### config.mk
export PLATFORM = sky130hd
export DESIGN_NAME = status_check_seq
export DESIGN_NICKNAME = d
export VERILOG_FILES = /design/src/rtl/ssc_pkg.sv /design/src/rtl/ssc_step_table.sv /design/src/rtl/ssc_capture.sv /design/src/rtl/ssc_ctrl.sv /design/src/rtl/status_check_seq.sv
export SDC_FILE = /design/constraint.sdc
export NUM_CORES = 1
export LEC_CHECK = 0
export BUFFER_PORTS_ARGS = -buffer_cell sky130_fd_sc_hd__buf_2
export CAP_MARGIN = 25
export CORE_ASPECT_RATIO = 1.25
export CORE_MARGIN = 2
export CORE_UTILIZATION = 35
export CTS_CLUSTER_SIZE = 8
export DETAILED_ROUTE_END_ITERATION = 12
export PLACE_DENSITY = 0.58
export SETUP_SLACK_MARGIN = 0.3
export SYNTH_ARGS = -nofsm -noshare
export SYNTH_HDL_FRONTEND = slang
export SYNTH_SLANG_ARGS = --single-unit
export TNS_END_PERCENT = 50
### constraint.sdc
create_clock -name clk -period 1.77 [get_ports clk]
set_clock_uncertainty 0.05 [all_clocks]
set_input_delay 0 -clock clk [delete_from_list [all_inputs] [get_ports clk]]
set_output_delay 0 -clock clk [all_outputs]
set_load 0.03 [all_outputs]
### src/rtl/ssc_pkg.sv
// Shared types for the status check sequencer.
// Assumes: step order is the order transfers are issued in.
package ssc_pkg;
    typedef enum logic [1:0] {
        RES_OK     = 2'd0,
        RES_LINK   = 2'd1,
        RES_REMOTE = 2'd2
    } result_e;

    typedef enum logic [2:0] {
        ST_MAIN  = 3'd0,
        ST_STAT  = 3'd1,
        ST_ERRRD = 3'd2,
        ST_LOGRD = 3'd3,
        ST_CLRS  = 3'd4,
        ST_CLRE  = 3'd5,
        ST_CLRL  = 3'd6
    } step_e;

    typedef enum logic [1:0] {
        PH_IDLE  = 2'd0,
        PH_ISSUE = 2'd1,
        PH_WAIT  = 2'd2
    } phase_e;
endpackage

### src/rtl/ssc_step_table.sv
// Maps the current step to the transfer fields sent to the frame generator.
// Assumes: the latched request fields are stable for the whole sequence.
module ssc_step_table
    import ssc_pkg::*;
#(
    parameter int CMD_W = 32,
    parameter int DATA_W = 64,
    parameter logic [CMD_W-1:0] STAT_CMD = 32'h0006_0002,
    parameter logic [CMD_W-1:0] ERR_CMD  = 32'h0006_0004,
    parameter logic [CMD_W-1:0] LOG_CMD  = 32'h0006_0008
) (
    input  step_e             step,
    input  logic [CMD_W-1:0]  main_cmd,
    input  logic              main_write,
    input  logic [DATA_W-1:0] main_wdata,
    output logic [CMD_W-1:0]  cmd,
    output logic              write,
    output logic [DATA_W-1:0] wdata
);
    // Select command, direction and data for the step.
    always_comb begin
        cmd   = main_cmd;
        write = main_write;
        wdata = '0;
        unique case (step)
            ST_MAIN: begin
                if (main_write) wdata = main_wdata;
            end
            ST_STAT:  begin cmd = STAT_CMD; write = 1'b0; end
            ST_ERRRD: begin cmd = ERR_CMD;  write = 1'b0; end
            ST_LOGRD: begin cmd = LOG_CMD;  write = 1'b0; end
            ST_CLRS:  begin cmd = STAT_CMD; write = 1'b1; end
            ST_CLRE:  begin cmd = ERR_CMD;  write = 1'b1; end
            ST_CLRL:  begin cmd = LOG_CMD;  write = 1'b1; end
            default:  begin cmd = main_cmd; write = main_write; end
        endcase
    end
endmodule

### src/rtl/ssc_capture.sv
// Holds the reply words of the requested read, status, error and log reads.
// Assumes: a slot is loaded only on a successful transfer of its own step;
// every slot clears when a new request is taken.
module ssc_capture
    import ssc_pkg::*;
#(
    parameter int DATA_W = 64,
    parameter int NSLOT = 4
) (
    input  logic              clk,
    input  logic              rst_n,
    input  logic              clear,
    input  logic              load,
    input  step_e             step,
    input  logic              main_write,
    input  logic [DATA_W-1:0] rdata,
    output logic [DATA_W-1:0] slot [NSLOT]
);
    generate
        for (genvar k = 0; k < NSLOT; k++) begin : g_slot
            logic hit;
            // Slot 0 is the requested read; slots 1..3 follow the step number.
            if (k == 0) begin : g_main
                assign hit = (step == ST_MAIN) && !main_write;
            end else begin : g_diag
                assign hit = (step == step_e'(k));
            end
            // Clear on a new access, load on a successful matching reply.
            always_ff @(posedge clk) begin
                if (!rst_n || clear) slot[k] <= '0;
                else if (load && hit) slot[k] <= rdata;
            end
        end
    endgenerate
endmodule

### src/rtl/ssc_ctrl.sv
// Phase and step control: launches one transfer at a time and decides
// the next step from the failure flag and the status error flag.
// Assumes: xf_done arrives only while a transfer is outstanding.
module ssc_ctrl
    import ssc_pkg::*;
(
    input  logic    clk,
    input  logic    rst_n,
    input  logic    req_valid,
    input  logic    xf_done,
    input  logic    xf_fail,
    input  logic    err_flag,
    output logic    accept,
    output logic    busy,
    output logic    issue,
    output logic    load,
    output step_e   step,
    output logic    done,
    output result_e result
);
    phase_e phase;

    assign accept = (phase == PH_IDLE) && req_valid;
    assign busy   = (phase != PH_IDLE);
    assign issue  = (phase == PH_ISSUE);
    assign load   = (phase == PH_WAIT) && xf_done && !xf_fail;

    // Advance phase and step; raise done with the outcome at the end.
    always_ff @(posedge clk) begin
        if (!rst_n) begin
            phase  <= PH_IDLE;
            step   <= ST_MAIN;
            done   <= 1'b0;
            result <= RES_OK;
        end else begin
            done <= 1'b0;
            unique case (phase)
                PH_IDLE: if (req_valid) begin
                    phase <= PH_ISSUE;
                    step  <= ST_MAIN;
                end
                PH_ISSUE: phase <= PH_WAIT;
                PH_WAIT: if (xf_done) begin
                    if ((step == ST_MAIN || step == ST_STAT) && xf_fail) begin
                        phase <= PH_IDLE; done <= 1'b1; result <= RES_LINK;
                    end else if (step == ST_STAT && !err_flag) begin
                        phase <= PH_IDLE; done <= 1'b1; result <= RES_OK;
                    end else if (step == ST_CLRL) begin
                        phase <= PH_IDLE; done <= 1'b1; result <= RES_REMOTE;
                    end else begin
                        phase <= PH_ISSUE;
                        step  <= step_e'(step + 3'd1);
                    end
                end
                default: phase <= PH_IDLE;
            endcase
        end
    end

    a_r9_busy_after_accept: assert property (@(posedge clk) disable iff (!rst_n)
        accept |=> busy);
    a_r10_single_launch: assert property (@(posedge clk) disable iff (!rst_n)
        issue |=> !issue);
    a_r7_link_stop: assert property (@(posedge clk) disable iff (!rst_n)
        (phase == PH_WAIT && xf_done && xf_fail && step <= ST_STAT)
        |=> (done && result == RES_LINK && !busy));
    a_r3_clean_ok: assert property (@(posedge clk) disable iff (!rst_n)
        (phase == PH_WAIT && xf_done && !xf_fail && step == ST_STAT && !err_flag)
        |=> (done && result == RES_OK));
    a_r6_remote_end: assert property (@(posedge clk) disable iff (!rst_n)
        (phase == PH_WAIT && xf_done && step == ST_CLRL)
        |=> (done && result == RES_REMOTE));
endmodule

### src/rtl/status_check_seq.sv
// Top of the post-access status check sequencer. Latches the request,
// drives the frame-generator request from the step table, and exposes
// the captured reply words.
// Assumes: one frame generator, one transfer outstanding at a time.
module status_check_seq
    import ssc_pkg::*;
#(
    parameter int CMD_W = 32,
    parameter int DATA_W = 64,
    parameter int ERR_BIT = 61,
    parameter logic [CMD_W-1:0] STAT_CMD = 32'h0006_0002,
    parameter logic [CMD_W-1:0] ERR_CMD  = 32'h0006_0004,
    parameter logic [CMD_W-1:0] LOG_CMD  = 32'h0006_0008
) (
    input  logic              clk,
    input  logic              rst_n,
    input  logic              req_valid,
    input  logic              req_write,
    input  logic [CMD_W-1:0]  req_cmd,
    input  logic [DATA_W-1:0] req_wdata,
    output logic              busy,
    output logic              done,
    output logic [1:0]        result,
    output logic [DATA_W-1:0] rd_data,
    output logic [DATA_W-1:0] status_word,
    output logic [DATA_W-1:0] error_word,
    output logic [DATA_W-1:0] log_word,
    output logic              xf_start,
    output logic              xf_write,
    output logic [CMD_W-1:0]  xf_cmd,
    output logic [DATA_W-1:0] xf_wdata,
    input  logic              xf_done,
    input  logic              xf_fail,
    input  logic [DATA_W-1:0] xf_rdata
);
    localparam int NSLOT = 4;

    logic              accept, load;
    step_e             step;
    result_e           res;
    logic [CMD_W-1:0]  m_cmd;
    logic              m_write;
    logic [DATA_W-1:0] m_wdata;
    logic [DATA_W-1:0] slot [NSLOT];

    // Latch the requested access when it is taken.
    always_ff @(posedge clk) begin
        if (!rst_n) begin
            m_cmd <= '0; m_write <= 1'b0; m_wdata <= '0;
        end else if (accept) begin
            m_cmd <= req_cmd; m_write <= req_write; m_wdata <= req_wdata;
        end
    end

    ssc_ctrl u_ctrl (
        .clk(clk), .rst_n(rst_n), .req_valid(req_valid),
        .xf_done(xf_done), .xf_fail(xf_fail), .err_flag(xf_rdata[ERR_BIT]),
        .accept(accept), .busy(busy), .issue(xf_start), .load(load),
        .step(step), .done(done), .result(res)
    );

    ssc_step_table #(
        .CMD_W(CMD_W), .DATA_W(DATA_W),
        .STAT_CMD(STAT_CMD), .ERR_CMD(ERR_CMD), .LOG_CMD(LOG_CMD)
    ) u_table (
        .step(step), .main_cmd(m_cmd), .main_write(m_write), .main_wdata(m_wdata),
        .cmd(xf_cmd), .write(xf_write), .wdata(xf_wdata)
    );

    ssc_capture #(.DATA_W(DATA_W), .NSLOT(NSLOT)) u_cap (
        .clk(clk), .rst_n(rst_n), .clear(accept), .load(load), .step(step),
        .main_write(m_write), .rdata(xf_rdata), .slot(slot)
    );

    assign result      = res;
    assign rd_data     = slot[0];
    assign status_word = slot[1];
    assign error_word  = slot[2];
    assign log_word    = slot[3];

    a_r10_launch_busy: assert property (@(posedge clk) disable iff (!rst_n)
        xf_start |-> busy);
    a_r9_done_idle: assert property (@(posedge clk) disable iff (!rst_n)
        done |-> !busy);
    a_r9_ignore_busy: assert property (@(posedge clk) disable iff (!rst_n)
        (busy && req_valid && !done) |=> (xf_cmd == $past(xf_cmd) || xf_start || $past(xf_start) || $past(xf_done)));
endmodule

After elaboration in Yosys (flattened, before gate mapping)
Cells that the tools add are included.
{"block": "totals", "inputBits": 166, "register_bits": 361, "romBits": 0, "word_cells": 77, "ramBits": 0, "output_inout_bits": 358, "memories": 0, "latch_bits": 0}
{"block": "op_classes", "n_bitwise": 0, "n_reduce_logical": 30, "div_mod_pow": 0, "n_mux": 22, "n_mul": 0, "shift": 0, "add_sub_neg": 1, "magnitude_cmp": 0, "n_eq_ne": 13}
{"cell": "64-bit two-way mux", "n": 2}
{"cell": "32-bit case mux with 3 select lines", "n": 1}
{"cell": "3-bit two-way mux", "n": 5}
{"cell": "2-bit two-way mux", "n": 7}
{"cell": "1-bit logical AND", "n": 10}
{"cell": "2-bit != test, second input constant", "n": 5}
{"cell": "3-bit equality test, second input constant", "n": 3}
{"cell": "3-bit by 2-bit equality test with 1-bit output, second input constant", "n": 2}
{"cell": "2-bit case mux with 3 select lines", "n": 1}
{"cell": "3-bit case mux with 2 select lines", "n": 1}
{"cell": "3-bit AND reduction", "n": 2}
{"cell": "6-bit AND reduction", "n": 1}
{"cell": "2-bit OR reduction", "n": 3}
{"cell": "3-bit OR reduction", "n": 2}
{"cell": "1-bit logical NOT", "n": 4}
{"cell": "1-bit two-way mux", "n": 4}
{"cell": "2-bit nonzero test", "n": 2}
{"cell": "3-bit by 1-bit adder with 3-bit output, second input constant", "n": 1}
{"cell": "3-bit by 1-bit equality test with 1-bit output, second input constant", "n": 1}
{"cell": "3-bit logical NOT", "n": 1}
{"cell": "3-bit nonzero test", "n": 1}
{"cell": "2-bit by 1-bit equality test with 1-bit output, second input constant", "n": 1}
{"cell": "2-bit equality test, second input constant", "n": 1}
{"cell": "2-bit logical NOT", "n": 1}
{"cell": "3 further kinds", "n": 4}

Depth between registers and ports, before layout
{"block": "logic_depth", "word_depth": 6, "ltp_mapped": 7, "ltp_nobuf": 5}

Modules after synthesis
From an unflattened synthesis, not the netlist that was laid out.
{"block": "hier_totals", "hier_cells": 1413, "area_unflattened_um2": 13585.5}
{"mod": "ssc_capture", "area_per_inst_um2": 8585.7, "instances": 1, "cells_per_inst": 925, "seq_area_each_um2": 5124.9}
{"mod": "status_check_seq", "area_per_inst_um2": 3671.0, "instances": 1, "cells_per_inst": 312, "seq_area_each_um2": 1941.9}
{"mod": "ssc_step_table", "area_per_inst_um2": 829.5, "instances": 1, "cells_per_inst": 124, "seq_area_each_um2": 0.0}
{"mod": "ssc_ctrl", "area_per_inst_um2": 499.2, "instances": 1, "cells_per_inst": 52, "seq_area_each_um2": 160.2}

Least setup slack after synthesis
Ideal clock, no wire load.
{"block": "synth_timing", "path_kind": "flip-flop to output port", "start": "register u_ctrl.step[2]", "end": "output xf_write", "path_buffers": 2, "path_stages_with_launch": 8, "arrival_ps": 2023, "required_ps": 1720, "path_slack_ps": -303, "path_cell_list": "dfxtp_1 > inv_1 > ha_1 > inv_2 > clkbuf_1 > clkbuf_1 > nand2_1 > o21ai_0"}
{"block": "synth_via", "elab_chain_len": 3, "elab_cells_between_ends": 9, "cone_classes": "eq/ne (6); mux (1); reduce/logical (2)"}
{"item": "from (decl)", "line": "ssc_ctrl.sv:17", "source": "output step_e step,"}
{"item": "from (signal assigned)", "line": "ssc_ctrl.sv:52", "source": "step <= step_e'(step + 3'd1);"}
{"item": "3-bit equality test (tied with other cells)", "line": "ssc_step_table.sv:25", "source": "unique case (step)"}
{"item": "3-bit OR reduction (no source line)"}
{"item": "1-bit case mux with 2 select lines *", "line": "ssc_step_table.sv:25"}
{"item": "to (decl)", "line": "status_check_seq.sv:29", "source": "output logic xf_write,"}
Mark *: on every way between the ends. The rest lies on a longest branch, timed or not.

Worst setup path in the final report
{"block": "layout_timing", "start": "register u_ctrl.step[0]", "end": "output xf_cmd[2]"}
{"block": "layout_via", "elab_chain_len": 3, "elab_cells_between_ends": 10, "cone_classes": "eq/ne (6); mux (1); reduce/logical (3)"}
{"item": "3-bit equality test (tied with other cells)", "line": "ssc_step_table.sv:25"}
{"item": "2-bit OR reduction (no source line)"}
{"item": "32-bit case mux with 3 select lines *", "line": "ssc_step_table.sv:25"}
{"item": "to (decl)", "line": "status_check_seq.sv:30", "source": "output logic [CMD_W-1:0] xf_cmd,"}
Marks and branches as above.

==> metrics.cfg <==
[logic_synthesis]
syn_nets = 1783
yosys.area_share.simple = 0.2118
ys_seq_elements = 361
synth_edf_count = 0
synth_top_family_by_area = simple AND/OR/NAND/NOR gates
synth_area_sq_um = 14770
synthMuxAreaShare = 0.1321
netlist_instances = 1612
synth-main-ff-cell = dfxtp_1
synth-warning-count = 0
synth-xor-area-share = 0
yosys.cell_types.count = 40
synthArstFlopShare = 0
synth_compound_area_frac = 0.1017
ys_seq_area_frac = 0.4892
syn_avg_cell_area_sq_um = 9.164
synth_fa_ha_area_frac = 0.004235

[flow_run]
max_cap_viol_count = 0

[finish]
fin_util = 0.5772
area_growth_pct = 63.46
fillCellCount = 3568
ff_latch_area_sq_um = 7238
nNetsFinal = 2518
drive_gt1_frac = 0.4073
multi_input_area_sq_um = 7550

[routing]
detail_route.wirelength_mm = 62.77
dr_total_vias = 15237
drt_iter0_markers = 903
drtPass1Iterations = 5
wl_per_cell_um = 21.56
post-route-drc-count = 0
ant_nets = 0
routed_via_density = 5.232

[setup_path]
slowest_stage = dfxtp_4
critPathMaxFanout = 8
critPathTopFamily = buffers and inverters
worst_ep_required_time_ps = 1720
startpoint_type = flip-flop
crit_top_cell = buf_6
cp_slowest_stage_delay_ps = 370
cp_cell_sequence = buf_4 > ha_4 > a2111oi_4 > buf_6 > buf_12 > a221o_1 > buf_6
worstPathArrival_ps = 2200
path_class = flip-flop to output port
crit_path_end_kind = output port
crit_buf_inv = 4

[global_routing]
track_usage = 0.2414
antenna_found_initial = 1
grt_max_degree = 135
gr-total-overflow = 0
first_global_vias = 14900
grt_pass1_wl_mm = 83.70

[clock_tree]
cts_buffers = 51
cts_tree = done
cts_buffer_depth = 3
clockRootBuffer = clkbuf_16
clock_latency_ps = 560
htreeDepth = 2
clk_pin_slew_ps = 50
clkSinkCount = 361

[power_and_ir_drop]
seqPwrFrac = 0.423
pwr-share-comb = 0.145
intPower_uw = 14800
sw_frac_of_total = 0.2557
peakVddDrop_uv = 670.5
power.switching_uw = 5085
p_per_area_nw_per_um2 = 823.7
p_leak_uw = 0.01111
clkPwrFrac = 0.432

[outcome]
violations = negative hold slack, negative setup slack
status = complete, but fails checks

[sta]
setup_ws_ps = -475.1
finalSetupTns_ps = -38950
max_freq_ghz = 0.4454
hold_viol_final = 1
tightest_slew_ps = 533.3
rsz0062_at_grt = yes
finalMaxSlewViolations = 0
finalSetupViolations = 160
slew_headroom = 0.6445
period_needed_ps = 2245
hold_ws_ps = -13.84
fin_crit_sh = 1.268

[floorplanning]
design.portCount = 524
die_h_um = 233.7
core_area_sq_um = 41830
die_w_um = 187.8
initial_utilization = 0.3531
dieArea_sq_um = 43870
rows = 84

[place]
port_buffers = 523
place_congestion = 0.8196
place_hpwl_mm = 35.04

[hold_path]
hp-class = input pin to flip-flop

==> layout by cell type (no fill, tap or decap), drive strengths merged, types with 2 or more instances in the layout <==
master,count
dfxtp,361
inv,5
dlygate4sd3,164
nor2b,4
a21boi,97
a211oi,2
clkinv,3
nand2b,3
ha,5
buf,653
and3,3
o21ai,71
nand2,200
or3b,2
nand3,326
nor2,3
a21oi,67
mux2i,195
clkbuf,79
and2,92
nand3b,2
==> worst paths after layout <==
kind	cells after the start	start	slack [ps]	to
setup reg to reg	11	u_ctrl.step[1]$_SDFFE_PN0P_	-110	u_cap.slot[55]$_SDFFE_PP0P_
setup / recovery	7	u_ctrl.step[0]$_SDFFE_PN0P_	-480	xf_cmd[2]
hold / removal	4	xf_fail	-10	u_ctrl.result[1]$_SDFFE_PN0P_
hold reg to reg	2	u_cap.slot[45]$_SDFFE_PP0P_	400	u_cap.slot[45]$_SDFFE_PP0P_
==> power by group through the flow <==
stage          clock (uW)  sequential (uW)  combinational [uW]
6_report             8590             8410                2880
5_1_grt              9070             8420                3040
4_1_cts              8740             8400                2300
3_5_place_dp            0             8550                1780
3_3_place_gp            0             8540                1770
2_1_floorplan           0             8550                1090
==> kinds of logic after synthesis <==
kind of cell,after synthesis
AO/OA/AOI/OAI,244
adder cells (fa/ha/maj),5
buffers and inverters,165
flip-flops,361
AND/OR/NAND/NOR,642
multiplexers,195
==> synthesized netlist by cell type (2+ instances only) <==
master / instances / area (sq um)
a21boi_0: 97 / 728.2
and2_1: 92 / 575.6
o21ai_0: 71 / 355.3
buf_2: 55 / 275.3
buf_8: 6 / 90.09
a21oi_1: 67 / 335.3
nand3_1: 326 / 1632
clkbuf_1: 63 / 236.5
buf_6: 18 / 202.7
a211oi_1: 2 / 15.01
nand3b_1: 2 / 15.01
nor2_1: 3 / 11.26
mux2i_1: 195 / 1952
nor2b_1: 4 / 25.02
ha_1: 5 / 62.56
inv_1: 4 / 15.01
buf_1: 15 / 56.30
nand2b_1: 3 / 18.77
dfxtp_1: 361 / 7227
and3_1: 3 / 18.77
buf_4: 2 / 15.01
nand2_1: 200 / 750.7
==> worst register-to-register path: stages, from the launching register on <==
cell       delay (ps)
dfxtp_4           390
ha_4              150
ha_4              140
buf_6             100
buf_8             110
clkinv_4           50
buf_6             120
buf_6             110
buf_12            150
clkbuf_16         180
o21ai_2           150
a21oi_2            70
==> layout make-up <==
type | instances | area share
Sequential cell | 361 | 0.2998
Clock inverter | 3 | 0.001399
Clock buffer | 55 | 0.05436
Tap cell | 559 | 0.02897
Timing Repair Buffer | 841 | 0.3015
Inverter | 5 | 0.001192
Multi-Input combinational cell | 1087 | 0.3127
Antenna cell | 1 | 0.0001036
==> flip-flops by register name, summed over array words and instances, names as in the netlist <==
signal,flops
u_ctrl.result,2
m_wdata,64
u_ctrl.phase,2
u_ctrl.done,1
u_cap.slot,256
m_write,1
m_cmd,32
u_ctrl.step,3
==> routing by layer <==
layer	GRT usage	up-vias	wire, um
li1	-	7043	-
met1	0.2654	7329	23870
met2	0.4345	698	31790
met3	0.05799	167	4211
met4	0.1208	0	2898
met5	0	-	0
==> metrics by stage <==
stage / hold slack, ps / worst slack (ps) / cells / area [sq um] / power, uW
2_1_floorplan: 94.92 / 253.8 / 1612 / 15070 / 9642
3_3_place_gp: 199.2 / 59.83 / 2598 / 18280 / 10310
3_5_place_dp: 208.3 / 39.84 / 2598 / 18280 / 10330
4_1_cts: 8.377 / -480.6 / 2843 / 22450 / 19440
5_1_grt: 6.133 / -539.4 / 2912 / 24150 / 20530
6_report: -13.84 / -475.1 / 2912 / 24150 / 19890
==> timing repair <==
action,in CTS,in global routing
resized for setup,285,262
buffers inserted,15,31
hold buffers,164,0
pin swaps,56,116
hold endpoints to repair,357,0
setup endpoints to repair,456,459
gates cloned,8,37
Note: power is estimated with default switching activity, not from simulation.
